File: config.mk
export PLATFORM = sky130hd
export DESIGN_NAME = cap_top
export DESIGN_NICKNAME = d
export VERILOG_FILES = /design/src/rtl/cap_pkg.sv /design/src/rtl/cap_chan.sv /design/src/rtl/cap_flags.sv /design/src/rtl/cap_top.sv
export SDC_FILE = /design/constraint.sdc
export NUM_CORES = 1
export LEC_CHECK = 0
export BUFFER_PORTS_ARGS = -buffer_cell sky130_fd_sc_hd__buf_2
export CORE_MARGIN = 2
export CORE_UTILIZATION = 56
export CTS_CLUSTER_SIZE = 28
export DETAILED_ROUTE_END_ITERATION = 8
export PLACE_DENSITY = 0.86
export SYNTH_ARGS = -nofsm -noshare
export SYNTH_HDL_FRONTEND = slang
export SYNTH_SLANG_ARGS = --single-unit
File: constraint.sdc
create_clock -name clk -period 1.8 [get_ports clk]
set_input_delay 0.27 -clock clk [delete_from_list [all_inputs] [get_ports clk]]
set_output_delay 0.27 -clock clk [all_outputs]
set_load 0.03 [all_outputs]
File: src/rtl/cap_pkg.sv
`timescale 1ns/1ps
package cap_pkg;
    typedef enum logic [1:0] {
        REG_MODE = 2'd0,
        REG_EN   = 2'd1,
        REG_STAT = 2'd2,
        REG_IE   = 2'd3
    } reg_sel_e;

    localparam logic [1:0] MODE_OUT  = 2'b00;
    localparam logic [1:0] MODE_CAPT = 2'b01;
endpackage

File: src/rtl/cap_chan.sv
`timescale 1ns/1ps
module cap_chan #(
    parameter int CNT_W = 16
) (
    input  logic             clk,
    input  logic             rst_n,
    input  logic             arm_i,
    input  logic             sig_i,
    input  logic [CNT_W-1:0] cnt_i,
    output logic             hit_o,
    output logic [CNT_W-1:0] val_o
);
    typedef struct packed {
        logic             prev;
        logic [CNT_W-1:0] val;
    } chan_st_t;

    chan_st_t st_d, st_q;

    always_comb begin
        st_d      = st_q;
        st_d.prev = sig_i;
        hit_o     = arm_i & (sig_i ^ st_q.prev);
        if (hit_o) begin
            st_d.val = cnt_i;
        end
    end

    always_ff @(posedge clk) begin
        if (!rst_n) begin
            st_q <= '0;
        end else begin
            st_q <= st_d;
        end
    end

    assign val_o = st_q.val;
endmodule

File: src/rtl/cap_flags.sv
`timescale 1ns/1ps
module cap_flags #(
    parameter int NCH     = 4,
    parameter int IMPL_CH = 4,
    localparam int SW     = NCH + 1
) (
    input  logic          clk,
    input  logic          rst_n,
    input  logic [SW-1:0] set_i,
    input  logic          stat_we,
    input  logic          ie_we,
    input  logic [SW-1:0] wdata,
    output logic [SW-1:0] stat_o,
    output logic [SW-1:0] ie_o,
    output logic          irq_o
);
    localparam logic [SW-1:0] LIVE = SW'((1 << (IMPL_CH + 1)) - 1);

    typedef struct packed {
        logic [SW-1:0] stat;
        logic [SW-1:0] ie;
    } flag_st_t;

    flag_st_t st_d, st_q;

    always_comb begin
        st_d      = st_q;
        st_d.stat = (stat_we ? (st_q.stat & wdata) : st_q.stat) | set_i;
        if (ie_we) begin
            st_d.ie = wdata & LIVE;
        end
    end

    always_ff @(posedge clk) begin
        if (!rst_n) begin
            st_q <= '0;
        end else begin
            st_q <= st_d;
        end
    end

    assign stat_o = st_q.stat;
    assign ie_o   = st_q.ie;
    assign irq_o  = |(st_q.stat & st_q.ie);
endmodule

File: src/rtl/cap_top.sv
`timescale 1ns/1ps
module cap_top #(
    parameter int NCH     = 4,
    parameter int IMPL_CH = 4,
    parameter int CNT_W   = 16,
    parameter int DATA_W  = 16
) (
    input  logic                 clk,
    input  logic                 rst_n,
    input  logic [CNT_W-1:0]     cnt_i,
    input  logic                 ovf_i,
    input  logic [NCH-1:0]       cap_in,
    input  logic                 wr_en,
    input  logic [1:0]           addr,
    input  logic [DATA_W-1:0]    wdata,
    output logic [DATA_W-1:0]    rdata,
    output logic                 irq_o,
    output logic [NCH*CNT_W-1:0] cap_flat
);
    import cap_pkg::*;

    localparam int SW = NCH + 1;
    localparam int MW = 2 * NCH;
    localparam logic [NCH-1:0] EN_LIVE   = NCH'((1 << IMPL_CH) - 1);
    localparam logic [MW-1:0]  MODE_LIVE = MW'((1 << (2 * IMPL_CH)) - 1);

    typedef struct packed {
        logic [MW-1:0]  mode;
        logic [NCH-1:0] en;
    } cfg_st_t;

    cfg_st_t cfg_d, cfg_q;
    logic [NCH-1:0] hit;
    logic [SW-1:0]  stat;
    logic [SW-1:0]  ie;
    logic           wr_stat, wr_ie;

    always_comb begin
        cfg_d = cfg_q;
        if (wr_en && addr == REG_MODE) begin
            cfg_d.mode = wdata[MW-1:0] & MODE_LIVE;
        end
        if (wr_en && addr == REG_EN) begin
            cfg_d.en = wdata[NCH-1:0] & EN_LIVE;
        end
    end

    always_ff @(posedge clk) begin
        if (!rst_n) begin
            cfg_q <= '0;
        end else begin
            cfg_q <= cfg_d;
        end
    end

    for (genvar g = 0; g < NCH; g++) begin : g_ch
        if (g < IMPL_CH) begin : g_live
            logic arm;
            assign arm = (cfg_q.mode[2*g +: 2] == MODE_CAPT) & cfg_q.en[g];
            cap_chan #(.CNT_W(CNT_W)) u_chan (
                .clk   (clk),
                .rst_n (rst_n),
                .arm_i (arm),
                .sig_i (cap_in[g]),
                .cnt_i (cnt_i),
                .hit_o (hit[g]),
                .val_o (cap_flat[g*CNT_W +: CNT_W])
            );
        end else begin : g_dead
            assign hit[g] = 1'b0;
            assign cap_flat[g*CNT_W +: CNT_W] = '0;
        end
    end

    assign wr_stat = wr_en && (addr == REG_STAT);
    assign wr_ie   = wr_en && (addr == REG_IE);

    cap_flags #(.NCH(NCH), .IMPL_CH(IMPL_CH)) u_flags (
        .clk     (clk),
        .rst_n   (rst_n),
        .set_i   ({hit, ovf_i}),
        .stat_we (wr_stat),
        .ie_we   (wr_ie),
        .wdata   (wdata[SW-1:0]),
        .stat_o  (stat),
        .ie_o    (ie),
        .irq_o   (irq_o)
    );

    always_comb begin
        case (addr)
            REG_MODE: rdata = DATA_W'(cfg_q.mode);
            REG_EN:   rdata = DATA_W'(cfg_q.en);
            REG_STAT: rdata = DATA_W'(stat);
            default:  rdata = DATA_W'(ie);
        endcase
    end
endmodule

==> results summary, run 1 <==
The run finished with clean final reports. The die outline area is 0.00812 mm2. The count of endpoints failing hold in the final timing report came out at 0. Synthesis produced a netlist whose cell count is 408. The number of hold-repair buffers added at the cts stage is 0. The area of the core is 0.00721 mm2.

The die height came out at 90.1 um. The fraction of the mapped netlist area in compound gates came out at 2.20%. The clock-pin slew on the worst setup and hold paths is 90 ps. The via count of the first global-routing pass came out at 2,715. The worst setup path is launched from a register. The signal on the critical path passes through mux4_2, buf_2. Counting the fill cells in the layout gives 619. The final routed wire length divided by cell count is 14.0 um. The layout overhead on the synthesized area is 6.30%. The library cell used most frequently in the layout, excluding fill and tap cells, is sky130_fd_sc_hd__buf_2. Of all cell types, the one taking the most synthesized area is sky130_fd_sc_hd__dfxtp_1.

For this configuration, the core starts out at a cell density of 57.5%. The synthesized flop and latch total came out at 90. TritonCTS built the clock tree. The share of synthesized cell area in full adder, half adder and majority cells is 0%. The finished layout holds 550 standard cells, fillers aside. Including well taps, the total number of placed cells is 534. After floorplanning, the core was divided into 31 placement rows.

The fraction of the cycle the final worst path needs came out at 91.5%. The number of top-level pins is 123. The mean number of vias per cell came out at 4.94. The total grt overflow came out at 0. The flip-flop and latch area is 0.00180 mm2. The largest buffer count on any clock path is 2.

The proportion of layout cells with a drive suffix above 1 is 32.4%. After synthesis, the largest family of logic cells by area is multiplexers. The antenna diode count is 0. Along the worst path, the maximum fanout reaches 3.

The routed layout has 2,719 vias. The first-pass GRT wire length is 12,900 um. The area fraction of the dominant cell type after synthesis is 43.4%. The pin count of the biggest net entering global routing came out at 107. The worst hold path was traced through 3 stages. With fillers left out, the area of the finished cells amounts to 0.00441 mm2.

The total of buffers placed on input and output ports came out at 106. In this run the cell area measured after placement is 0.00421 mm2. The worst hold-check path type is in2reg.

The count of cells resized by post-cts repair is 0. The total routing usage reported by global routing is 19.1%. STA classifies the critical path endpoint as an output pin. The required time at the worst-slack endpoint is 1530 ps.

The arrival time at the worst endpoint came out at 1380 ps. For this run, the number of Yosys warnings is 0. The worst clock skew is 11.7 ps. The upper clock frequency limit came out at 607 MHz. The slowest stage of the critical path belongs to the cell sky130_fd_sc_hd__mux4_2.

The number of library cell types mapped by synthesis is 26. Leaving out fill and tap cells, the most frequent cells in the layout are sky130_fd_sc_hd__buf_2 (106), sky130_fd_sc_hd__dfxtp_1 (90), sky130_fd_sc_hd__nand2_1 (85), sky130_fd_sc_hd__mux2i_1 (81), sky130_fd_sc_hd__nor2b_1 (17). The final setup violation count came out at 0. Buffers added to address setup during post-CTS repair amount to 0.

Of the total synthesized cell area, the portion taken by AND, OR, NAND and NOR gates is 13.6%. The delay of the slowest critical-path stage is 470 ps. The clock net sink count came out at 90.

The DRC violation count after routing is 0. In this run the number of H-tree levels came out at 3. The leakage power total came out at 1.89 nW. The critical path is of the reg2out type. Measured against the total synthesized area, the mux share comes to 22.0%. Measured in cells, the most critical reg-to-reg path has a length of 4.

The areal power density over the cells is 836 mW/mm2. Setup repair after global routing left no endpoint under its margin. CTS placed an instance of sky130_fd_sc_hd__clkbuf_8 at the clock tree root. In the final timing run, aggregate negative setup slack is 0 ps.

The final number of max-transition violations came out at 0. The area of combinational cells with multiple inputs is 0.00166 mm2. The final HPWL from detailed placement came out at 5400 um. The final weighted congestion of routability-driven global placement came out at 0.858. In this run the mean area of a mapped cell was 10.2 um2. The final critical delay including setup and external delays is 1650 ps. The netlist area before placement is 0.00415 mm2. The total chip power came out at 3.69 mW.

The TritonCTS buffer count is 9. The number of max-cap violations is 0. The final layout contains routed wiring with a total length of 7720 um.

By area the synthesized netlist is led by sky130_fd_sc_hd__dfxtp_1 (43%), sky130_fd_sc_hd__mux2i_1 (20%), sky130_fd_sc_hd__buf_4 (13%), sky130_fd_sc_hd__nand2_1 (7.7%), sky130_fd_sc_hd__nor2b_1 (2.6%). The worst-skew pair later-pin latency came out at 360 ps. The number of nets in the layout is 488. The iteration count of the initial detailed-routing pass came out at 4. After Yosys synthesis, XOR and XNOR cells account for 0.844% of the synthesized area. The first routing iteration left 75 violations. The floorplan step set the die width to 90.1 um. The number of antenna violations at the first check in global routing came out at 0. The largest voltage drop on the vdd net is 438 uV.

The detail route stage leaves a number of antenna-violating nets equal to 0. The proportion of synthesized chip area in sequential cells is 43.4%.
state kept, by name (all words and copies together) (netlist names):
| name | count |
|---|---|
| g_ch.g_live.u_chan.val_o | 64 |
| cfg_q | 12 |
| u_flags.stat_o | 5 |
| g_ch.g_live.u_chan.st_q | 4 |
| u_flags.ie_o | 5 |
cells in the mapped netlist:
library cell and count:
sky130_fd_sc_hd__a222oi_1 1, sky130_fd_sc_hd__a22o_1 1, sky130_fd_sc_hd__a22oi_1 1, sky130_fd_sc_hd__and2_1 3
sky130_fd_sc_hd__and2_2 4, sky130_fd_sc_hd__buf_12 4, sky130_fd_sc_hd__buf_2 8, sky130_fd_sc_hd__buf_4 73
sky130_fd_sc_hd__buf_6 5, sky130_fd_sc_hd__clkbuf_1 5, sky130_fd_sc_hd__conb_1 1, sky130_fd_sc_hd__dfxtp_1 90
sky130_fd_sc_hd__mux2_2 1, sky130_fd_sc_hd__mux2i_1 81, sky130_fd_sc_hd__mux4_2 4, sky130_fd_sc_hd__nand2_1 85
sky130_fd_sc_hd__nand3_2 1, sky130_fd_sc_hd__nand3b_1 2, sky130_fd_sc_hd__nor2_1 2, sky130_fd_sc_hd__nor2b_1 17
sky130_fd_sc_hd__nor3_1 1, sky130_fd_sc_hd__nor3_2 4, sky130_fd_sc_hd__nor3b_2 1, sky130_fd_sc_hd__o21a_1 8
sky130_fd_sc_hd__o21ai_0 1, sky130_fd_sc_hd__xnor2_1 4
stage by stage:
step | util, % | hold slack, ps | worst slack (ps)
2_1_floorplan | - | 406 | 450
3_3_place_gp | 58.3 | 439 | 313
3_5_place_dp | 58.3 | 445 | 297
4_1_cts | 61.2 | 142 | 148
5_1_grt | 61.2 | 144 | 114
6_report | 61.2 | 154 | 153
routing by layer:
| layer | track usage, % | wire length (um) |
|---|---|---|
| met2 | 31.2 | 3590 |
| met1 | 24.3 | 3530 |
| met4 | 6.92 | 99 |
| met5 | 0 | 0 |
| met3 | 5.28 | 500 |
power breakdown:
group / total [mW] / internal [mW] / switching (mW) / leakage (nW)
sequential: 2.03 / 2.01 / 0.0158 / 0.727
clock: 1.42 / 0.666 / 0.753 / 0.0988
combinational: 0.242 / 0.0897 / 0.152 / 1.06
critical path, delay by kind of cell (launching register included):
family | cells | cell delay, ps
buffers and inverters | 1 | 190
DFF | 1 | 370
muxes | 1 | 470
final timing paths:
kind | startpoint | to | slack (ps)
worst max-delay path | cfg_q[5] | rdata[1] | 150
worst min-delay path | ovf_i | u_flags.stat_o[0] | 150
worst max register to register | g_ch[1].g_live.u_chan.st_q[16] | g_ch[1].g_live.u_chan.val_o[3] | 550
worst min register to register | g_ch[3].g_live.u_chan.val_o[2] | g_ch[3].g_live.u_chan.val_o[2] | 460
kinds of logic after synthesis:
logic type             count (synthesis)
flip-flops                            90
buffers and inverters                 95
AO/OA/AOI/OAI                         12
AND/OR/NAND/NOR                      120
XOR/XNOR                               4
multiplexers                          86
other                                  1
final cells by class:
type / count / area share (%)
multi-input combinational: 230 / 37.6
tap: 99 / 2.81
clock inverter: 7 / 1.87
sequential: 90 / 40.8
clock buffer: 9 / 2.81
timing repair buffer: 115 / 14.1
Power figures use the tool's default switching activity.
==> run 2, diff against run 1 <==
CORE_UTILIZATION = 57   (was 56)
SYNTH_HIERARCHICAL = 1   (was default)
==> run 2 against run 1 <==
Count of clock-buffer cells in the layout stayed put. Critical path depth stayed put. Sequential share of layout area decreased by 1.6 points. Cell area grew 4.1%. Fmax is 2.7% higher. Worst hold slack better by 5.1 ps. Clock skew shrank 5.4 ps. Synthesized cell count increased by 17%. First-iteration DRC count increased by 64%. Power is 1.7% higher. Largest cell class is now multi-input combinational cells.
==> results summary, run 2 <==
The upper clock frequency limit came to 623 MHz (was 607 MHz). The count of cells resized by post-cts repair came to 0 (unchanged). The total number of H-tree levels came to 3 (unchanged). RSZ-0062 raised after global routing: no (unchanged).

The largest area contributor in the synthesized netlist is sky130_fd_sc_hd__dfxtp_1 (unchanged). The area fraction of the dominant cell type after synthesis came to 40.1% (was 43.4%). The design internal power came to 2.88 mW (was 2.77 mW).

The dominant synthesized flop cell was sky130_fd_sc_hd__dfxtp_1 (unchanged). The iteration count of the initial detailed-routing pass is 7 (was 4). The final critical delay including setup and external delays came out at 1600 ps (was 1650 ps). The total of buffers placed on input and output ports is 106 (unchanged).

The die height is 92.7 um (was 90.1 um). The most frequent standard cell in the layout excluding fill and tap cells is sky130_fd_sc_hd__nand2_1 (was sky130_fd_sc_hd__buf_2). The part of the power in registers is 54.0% (was 55.0%). The area of the core is 0.00769 mm2 (was 0.00721 mm2). The violation count after the first detailed-route iteration is 123 (was 75).

The proportion of layout cells with a drive suffix above 1 is 26.6% (was 32.4%). The final instance area came out at 0.00459 mm2 (was 0.00441 mm2). The antenna diode count is 0 (unchanged). Commonest non-fill, non-tap cells in the layout: sky130_fd_sc_hd__nand2_1 (150), sky130_fd_sc_hd__buf_2 (105), sky130_fd_sc_hd__dfxtp_1 (90), sky130_fd_sc_hd__mux2i_1 (81), sky130_fd_sc_hd__and2_1 (11) (was sky130_fd_sc_hd__buf_2 (106), sky130_fd_sc_hd__dfxtp_1 (90), sky130_fd_sc_hd__nand2_1 (85), sky130_fd_sc_hd__mux2i_1 (81), sky130_fd_sc_hd__nor2b_1 (17)). The switching fraction of total power came to 23.3% (was 25.0%).

The power share of the clock group is 38.5% (about the same). The fraction of registers with async set/reset is 0% (unchanged). Largest cells by area after synthesis: sky130_fd_sc_hd__dfxtp_1 (40%), sky130_fd_sc_hd__mux2i_1 (18%), sky130_fd_sc_hd__nand2_1 (13%), sky130_fd_sc_hd__buf_4 (12%), sky130_fd_sc_hd__buf_6 (2.8%) (was sky130_fd_sc_hd__dfxtp_1 (43%), sky130_fd_sc_hd__mux2i_1 (20%), sky130_fd_sc_hd__buf_4 (13%), sky130_fd_sc_hd__nand2_1 (7.7%), sky130_fd_sc_hd__nor2b_1 (2.6%)).

The most common cell in the netlist is sky130_fd_sc_hd__nand2_1 (was sky130_fd_sc_hd__dfxtp_1). The number of nets in the layout is 550 (was 488). The power share of the combinational group is 7.5% (was 6.6%). The starting density of the core is 58.4% (was 57.5%). The synthesized instance count came out at 477 (was 408). The nature of the critical path startpoint is a register (unchanged). The largest voltage drop on the vdd net is 500 uV (was 438 uV). The clock tree from TritonCTS is yes (unchanged). The final total negative setup slack came to 0 ps (unchanged). The worst-skew pair later-pin latency is 340 ps (was 360 ps). The fraction of the cycle the final worst path needs came out at 89.1% (was 91.5%).

The total chip power came out at 3.75 mW (was 3.69 mW). The layout overhead on the synthesized area is 2.34% (was 6.30%). The worst clock skew is 6.30 ps (was 11.7 ps). The final core area utilization is 59.7% (was 61.2%). The met3 track demand over resource came out at 4.80% (was 5.28%). The kind of critical path is reg2out (unchanged). The worst hold-check path type was in2reg (unchanged). The total routing usage reported by global routing came to 20.2% (was 19.1%). The kind of end point of the critical path is an output pin (unchanged). The clock-pin slew on the worst setup and hold paths is 90 ps (about the same). The number of library cell types mapped by synthesis is 24 (was 26). The count of buffers added by post-CTS timing repair for setup is 0 (unchanged). The flip-flop count of the largest register after layout came to 64 (unchanged).

The final weighted congestion of routability-driven global placement came out at 0.848 (was 0.858). The number of rows created at floorplan is 32 (was 31). Status: finished, final reports clean (unchanged). The mean number of vias per cell was 5.03 (was 4.94). The overall via count from detail_route came out at 3,082 (was 2,719). The met2 global-route usage came out at 36.2% (was 31.2%). The total of fill cells in the finished design came to 692 (was 619). The number of top-level pins is 123 (unchanged). The via count of the first global-routing pass came out at 2,965 (was 2,715). The residual antenna-violating net count after detailed routing came out at 0 (unchanged). The root buffer cell is sky130_fd_sc_hd__clkbuf_8 (unchanged).

The number of flops mapped to enable cells by yosys is 0 (unchanged). The DRC violation count after routing is 0 (unchanged). The busiest layer in global routing is met2 (unchanged).

The die outline area is 0.00860 mm2 (was 0.00812 mm2). The netlist area before placement came out at 0.00449 mm2 (was 0.00415 mm2). The width of the chip came out at 92.7 um (was 90.1 um).

The post-detailed-routing wire length is 8570 um (was 7720 um). The leakage power total came out at 2.01 nW (was 1.89 nW). The number of hold-repair buffers added at the cts stage is 0 (unchanged).

The pin count of the biggest net entering global routing is 59 (was 107). The final HPWL from detailed placement came out at 6210 um (was 5400 um). The total cell area at the placement stage came out at 0.00439 mm2 (was 0.00421 mm2).

The first-pass GRT wire length is 13,900 um (was 12,900 um). The reported net switching power is 0.872 mW (was 0.921 mW). The count of endpoints failing hold in the final timing report is 0 (unchanged). The total grt overflow is 0 (unchanged). The largest buffer count on any clock path was 2 (unchanged). The number of max-cap violations is 0 (unchanged).

The TritonCTS buffer count came out at 9 (unchanged). Most numerous cell types in the synthesized netlist: sky130_fd_sc_hd__nand2_1 (150), sky130_fd_sc_hd__dfxtp_1 (90), sky130_fd_sc_hd__mux2i_1 (81) (was sky130_fd_sc_hd__dfxtp_1 (90), sky130_fd_sc_hd__nand2_1 (85), sky130_fd_sc_hd__mux2i_1 (81)). The final routed wire length divided by cell count is 14.0 um (about the same).

The proportion of synthesized chip area in sequential cells is 40.1% (was 43.4%). The synthesized area per cell is 9.41 um2 (was 10.2 um2). The synthesized flop and latch total came to 90 (unchanged). The final number of max-transition violations is 0 (unchanged).

The required time at the worst-slack endpoint is 1530 ps (about the same). The met1 layer usage reported by global route came out at 23.7% (was 24.3%). The areal power density over the cells was 817 mW/mm2 (was 836 mW/mm2). The clock net sink count came out at 90 (unchanged). The number of warnings printed during yosys synthesis is 6 (was 0). The final setup violation count is 0 (unchanged).

The maximum fanout along the worst path came out at 3 (unchanged). The arrival time at the worst endpoint came out at 1330 ps (was 1380 ps). The number of antenna violations at the first check in global routing is 0 (unchanged).
## run 2: changes by cell type in the layout (fill, tap and decap cells not counted), moves of 5 or more
cell and delta:
sky130_fd_sc_hd__nand2_1 +65, sky130_fd_sc_hd__and2_1 +8, sky130_fd_sc_hd__o21a_1 -8, sky130_fd_sc_hd__nor2b_1 -7, sky130_fd_sc_hd__a21oi_1 +5, sky130_fd_sc_hd__and3b_1 +5
sky130_fd_sc_hd__nand2b_1 +5
## run 2: path summary, 6_finish.rpt
path | slack [ps] | from | depth (start not counted) | end
setup / recovery | 200 | u_flags/stat_o[0] | 2 | rdata[0]
hold reg to reg | 460 | g_ch[2].g_live.u_chan/val_o[2] | 2 | g_ch[2].g_live.u_chan/val_o[2]
setup reg to reg | 450 | cfg_q[3] | 4 | g_ch[3].g_live.u_chan/val_o[13]
hold / removal | 160 | cap_in[0] | 2 | g_ch[0].g_live.u_chan/st_q[16]
## run 2: layout make-up
class                      instances  area, um2  area share, %
multi-input combinational        291       1830           39.7
sequential                        90       1800           39.2
timing repair buffer             116        633           13.8
tap                              102        128           2.78
clock buffer                       9        124           2.70
clock inverter                     5       81.3           1.77
## run 2: worst max-delay path, stage by stage (launching register included)
cell and delay [ps]:
sky130_fd_sc_hd__dfxtp_1 350, sky130_fd_sc_hd__mux4_2 460, sky130_fd_sc_hd__buf_2 190
## run 2: per-layer routing
layer  vias to the layer above  wire length (um)
li1                       1515                 -
met1                      1456              3660
met2                       107              4310
met3                         4               548
met4                         0                55
met5                         -                 0
## run 2: logic make-up (layout without fill, tap and decap cells)
kind of cell	count (synthesis)	count (layout)	share of synthesized area [%]
AND/OR/NAND/NOR	185	185	17.8
flip-flops	90	90	40.1
AO/OA/AOI/OAI	8	8	1.14
XOR/XNOR	4	4	0.781
buffers and inverters	103	130	19.8
multiplexers	86	86	20.3
other	1	8	0.0836
## run 2: power groups by stage
stage	combinational [mW]	clock, mW	sequential, mW
floorplan	0.224	0	2.07
global placement	0.270	0	2.07
detailed placement	0.281	0	2.07
CTS	0.281	1.48	2.03
global route	0.310	1.55	2.03
finish	0.281	1.44	2.03
## run 2: stage by stage
stage	hold WS, ps	std cells	setup WS [ps]
floorplan	392	484	533
global placement	440	599	322
detailed placement	445	599	298
CTS	141	613	186
global route	165	613	147
finish	159	613	196
==> run 3, diff against run 2 <==
ABC_AREA = 1   (was default)
CORE_UTILIZATION = 58   (was 57)
==> run 3 against run 2 <==
Largest cell class unchanged. Largest power group unchanged. Via count is 39% higher. Clock skew rose by 3.5 ps. Routed wire length up 25%. Synthesized cell count is 48% higher. Clock power increased by 4%. Sequential share of layout area is 3.8 points lower.
==> results summary, run 3 <==
Cell-by-cell trace of the critical path: buf_2, nor2_2, nand2_1, nand4_1, buf_2 (was mux4_2, buf_2). The residual antenna-violating net count after detailed routing was 0 (unchanged). The netlist area before placement came out at 0.00483 mm2 (was 0.00449 mm2). The required time at the worst-slack endpoint is 1530 ps (about the same). The kind of end point of the critical path is an output pin (unchanged). The proportion of synthesized chip area in sequential cells came out at 37.3% (was 40.1%). The final total negative setup slack was 0 ps (unchanged).

The number of flops mapped to enable cells by yosys is 0 (unchanged). The dominant synthesized flop cell was sky130_fd_sc_hd__dfxtp_1 (unchanged). The synthesized area per cell is 6.85 um2 (was 9.41 um2). The area fraction of the dominant cell type after synthesis is 37.3% (was 40.1%). The total number of H-tree levels was 3 (unchanged). The final number of max-transition violations came to 0 (unchanged). The final instance area came out at 0.00509 mm2 (was 0.00459 mm2).

The final weighted congestion of routability-driven global placement came out at 0.838 (was 0.848). The synthesized instance count came to 705 (was 477). The nature of the critical path startpoint is an input pin (was register).

The area of the core came to 0.00813 mm2 (was 0.00769 mm2). The number of rows created at floorplan came to 33 (was 32). The slack of the worst reg-to-reg path is 370 ps (was 450 ps). The mean number of vias per cell is 5.09 (was 5.03).

The number of warnings printed during yosys synthesis came out at 6 (unchanged). The width of the chip is 95.3 um (was 92.7 um). The number of nets in the layout is 774 (was 550). The clock net sink count was 90 (unchanged). The iteration count of the initial detailed-routing pass is 8 (was 7). The TritonCTS buffer count is 9 (unchanged). The count of endpoints failing hold in the final timing report came out at 0 (unchanged). The final core area utilization came out at 62.6% (was 59.7%). The number of top-level pins is 123 (unchanged). The final routed wire length divided by cell count is 12.7 um (was 14.0 um). The final setup violation count is 0 (unchanged). The count of cells resized by post-cts repair is 0 (unchanged). The flip-flop count of the largest register after layout came out at 64 (unchanged). The largest area contributor in the synthesized netlist is sky130_fd_sc_hd__dfxtp_1 (unchanged). The number of library cell types mapped by synthesis is 22 (was 24). The worst-skew pair later-pin latency is 360 ps (was 340 ps). The total of fill cells in the finished design came out at 750 (was 692).

The worst clock skew came out at 9.84 ps (was 6.30 ps). The final critical delay including setup and external delays is 1490 ps (was 1600 ps). The via count of the first global-routing pass is 3,944 (was 2,965). The overall via count from detail_route is 4,279 (was 3,082). The final HPWL from detailed placement is 7840 um (was 6210 um). The areal power density over the cells is 788 mW/mm2 (was 817 mW/mm2). The first-pass GRT wire length is 17,400 um (was 13,900 um).

The number of buffer and inverter stages on the critical path is 2 (was 1). The total routing usage reported by global routing came out at 24.3% (was 20.2%). The fraction of registers with async set/reset is 0% (unchanged). The antenna diode count is 0 (unchanged). The kind of critical path is in2out (was reg2out). The number of hold-repair buffers added at the cts stage came out at 0 (unchanged). Status: finished, final reports clean (unchanged). The die height came to 95.3 um (was 92.7 um). The total of buffers placed on input and output ports is 106 (unchanged).

The most frequent standard cell in the layout excluding fill and tap cells is sky130_fd_sc_hd__nor2_1 (was sky130_fd_sc_hd__nand2_1). The die outline area was 0.00908 mm2 (was 0.00860 mm2). The kind of cell with the highest combined delay on the critical path is simple AND/OR/NAND/NOR gates (was multiplexers).

The DRC violation count after routing is 0 (unchanged). The root buffer cell was sky130_fd_sc_hd__clkbuf_8 (unchanged). The violation count after the first detailed-route iteration is 210 (was 123). The worst-case setup margin in the final layout came out at 307 ps (was 196 ps).

The proportion of layout cells with a drive suffix above 1 came out at 22.0% (was 26.6%). The number of antenna violations at the first check in global routing is 0 (unchanged). The arrival time at the worst endpoint is 1220 ps (was 1330 ps). The delay of the slowest critical-path stage is 350 ps (was 460 ps). The maximum fanout along the worst path came out at 12 (was 3). The count of buffers added by post-CTS timing repair for setup is 0 (unchanged). The largest voltage drop on the vdd net is 402 uV (was 500 uV). Commonest non-fill, non-tap cells in the layout: sky130_fd_sc_hd__nor2_1 (151), sky130_fd_sc_hd__nand2_1 (110), sky130_fd_sc_hd__buf_2 (106), sky130_fd_sc_hd__inv_1 (104), sky130_fd_sc_hd__dfxtp_1 (90) (was sky130_fd_sc_hd__nand2_1 (150), sky130_fd_sc_hd__buf_2 (105), sky130_fd_sc_hd__dfxtp_1 (90), sky130_fd_sc_hd__mux2i_1 (81), sky130_fd_sc_hd__and2_1 (11)).

Largest cells by area after synthesis: sky130_fd_sc_hd__dfxtp_1 (37%), sky130_fd_sc_hd__buf_4 (12%), sky130_fd_sc_hd__nor2_1 (12%), sky130_fd_sc_hd__nand4_1 (8.8%), sky130_fd_sc_hd__nand2_1 (8.5%) (was sky130_fd_sc_hd__dfxtp_1 (40%), sky130_fd_sc_hd__mux2i_1 (18%), sky130_fd_sc_hd__nand2_1 (13%), sky130_fd_sc_hd__buf_4 (12%), sky130_fd_sc_hd__buf_6 (2.8%)). The worst hold-check path type is in2reg (unchanged). The cell with the most instances on the worst path is sky130_fd_sc_hd__buf_2. The worst slack at placement came out at 297 ps (was 298 ps).

The pin count of the biggest net entering global routing is 56 (was 59). The upper clock frequency limit is 670 MHz (was 623 MHz). The clock tree from TritonCTS is yes (unchanged). The most common cell in the netlist was sky130_fd_sc_hd__nor2_1 (was sky130_fd_sc_hd__nand2_1).

The total cell area at the placement stage is 0.00487 mm2 (was 0.00439 mm2). The number of max-cap violations came out at 0 (unchanged). Most numerous cell types in the synthesized netlist: sky130_fd_sc_hd__nor2_1 (151), sky130_fd_sc_hd__nand2_1 (110), sky130_fd_sc_hd__inv_1 (104) (was sky130_fd_sc_hd__nand2_1 (150), sky130_fd_sc_hd__dfxtp_1 (90), sky130_fd_sc_hd__mux2i_1 (81)).

The clock-pin slew on the worst setup and hold paths came out at 80 ps (was 90 ps). The starting density of the core came out at 59.4% (was 58.4%). The highest-delay cell along the critical path is sky130_fd_sc_hd__nor2_2 (was sky130_fd_sc_hd__mux4_2). The synthesized flop and latch total came to 90 (unchanged).

The leakage power total came out at 2.69 nW (was 2.01 nW). The fraction of the cycle the final worst path needs is 82.9% (was 89.1%). The largest buffer count on any clock path came out at 2 (unchanged). The post-detailed-routing wire length came out at 10,700 um (was 8570 um). The total chip power is 4.01 mW (was 3.75 mW). RSZ-0062 raised after global routing: no (unchanged). The total grt overflow is 0 (unchanged). The layout overhead on the synthesized area came out at 5.36% (was 2.34%).
-- run 3: cell count changes after synthesis, sizes merged, moves of 10 or more --
cell   delta
buf      +10
nand2    -28
a21oi    +13
inv     +106
nor2    +158
nand4    +68
and2     -11
nand3    +24
mux2i    -81
nor2b    -10
-- run 3: per-layer routing --
layer	up-vias	global-route usage [%]	wire length, um
met5	-	0	0
met3	31	4.51	830
li1	2153	-	-
met4	0	12.6	362
met2	165	41.0	5020
met1	1930	29.6	4510
-- run 3: layout make-up --
type                            instances  area [um2]  area share (%)
Inverter                              106         398            7.82
Multi-Input combinational cell        408        1910            37.4
Tap cell                              105         131            2.58
Timing Repair Buffer                  117         638            12.5
Clock inverter                          5        78.8            1.55
Clock buffer                           10         138            2.70
Sequential cell                        90        1800            35.4
-- run 3: where the power goes --
group	internal (mW)	total, mW	switching [mW]	leakage, nW
clock	0.810	1.50	0.692	0.112
sequential	2.03	2.06	0.0290	0.729
combinational	0.133	0.455	0.322	1.85
-- run 3: path summary, 6_finish.rpt --
path / cells after the start / to / start
max: 5 / rdata[3] / addr[1]
min: 3 / u_flags/stat_o[0] / ovf_i
max reg2reg: 6 / u_flags/stat_o[1] / cfg_q[4]
min reg2reg: 2 / g_ch[3].g_live.u_chan/val_o[7] / g_ch[3].g_live.u_chan/val_o[7]
-- run 3: metrics by stage --
step                      hold slack (ps)  std cells
after detailed placement              466        826
after global routing                  169        841
final                                 174        841
after floorplan                       363        712
after global placement                459        826
after CTS                             168        841
-- run 3: cells by family after synthesis --
kind of cell,count (synthesis),share of synthesized area [%]
other,1,0.0776
buffers and inverters,214,23.9
DFF,90,37.3
and+or+nand+nor,377,35.9
AOI/OAI and AO/OA,23,2.77
-- run 3: tightest hold or removal path: stages --
cell                      delay, ps
sky130_fd_sc_hd__buf_2          100
sky130_fd_sc_hd__inv_1           60
sky130_fd_sc_hd__a21oi_2         50
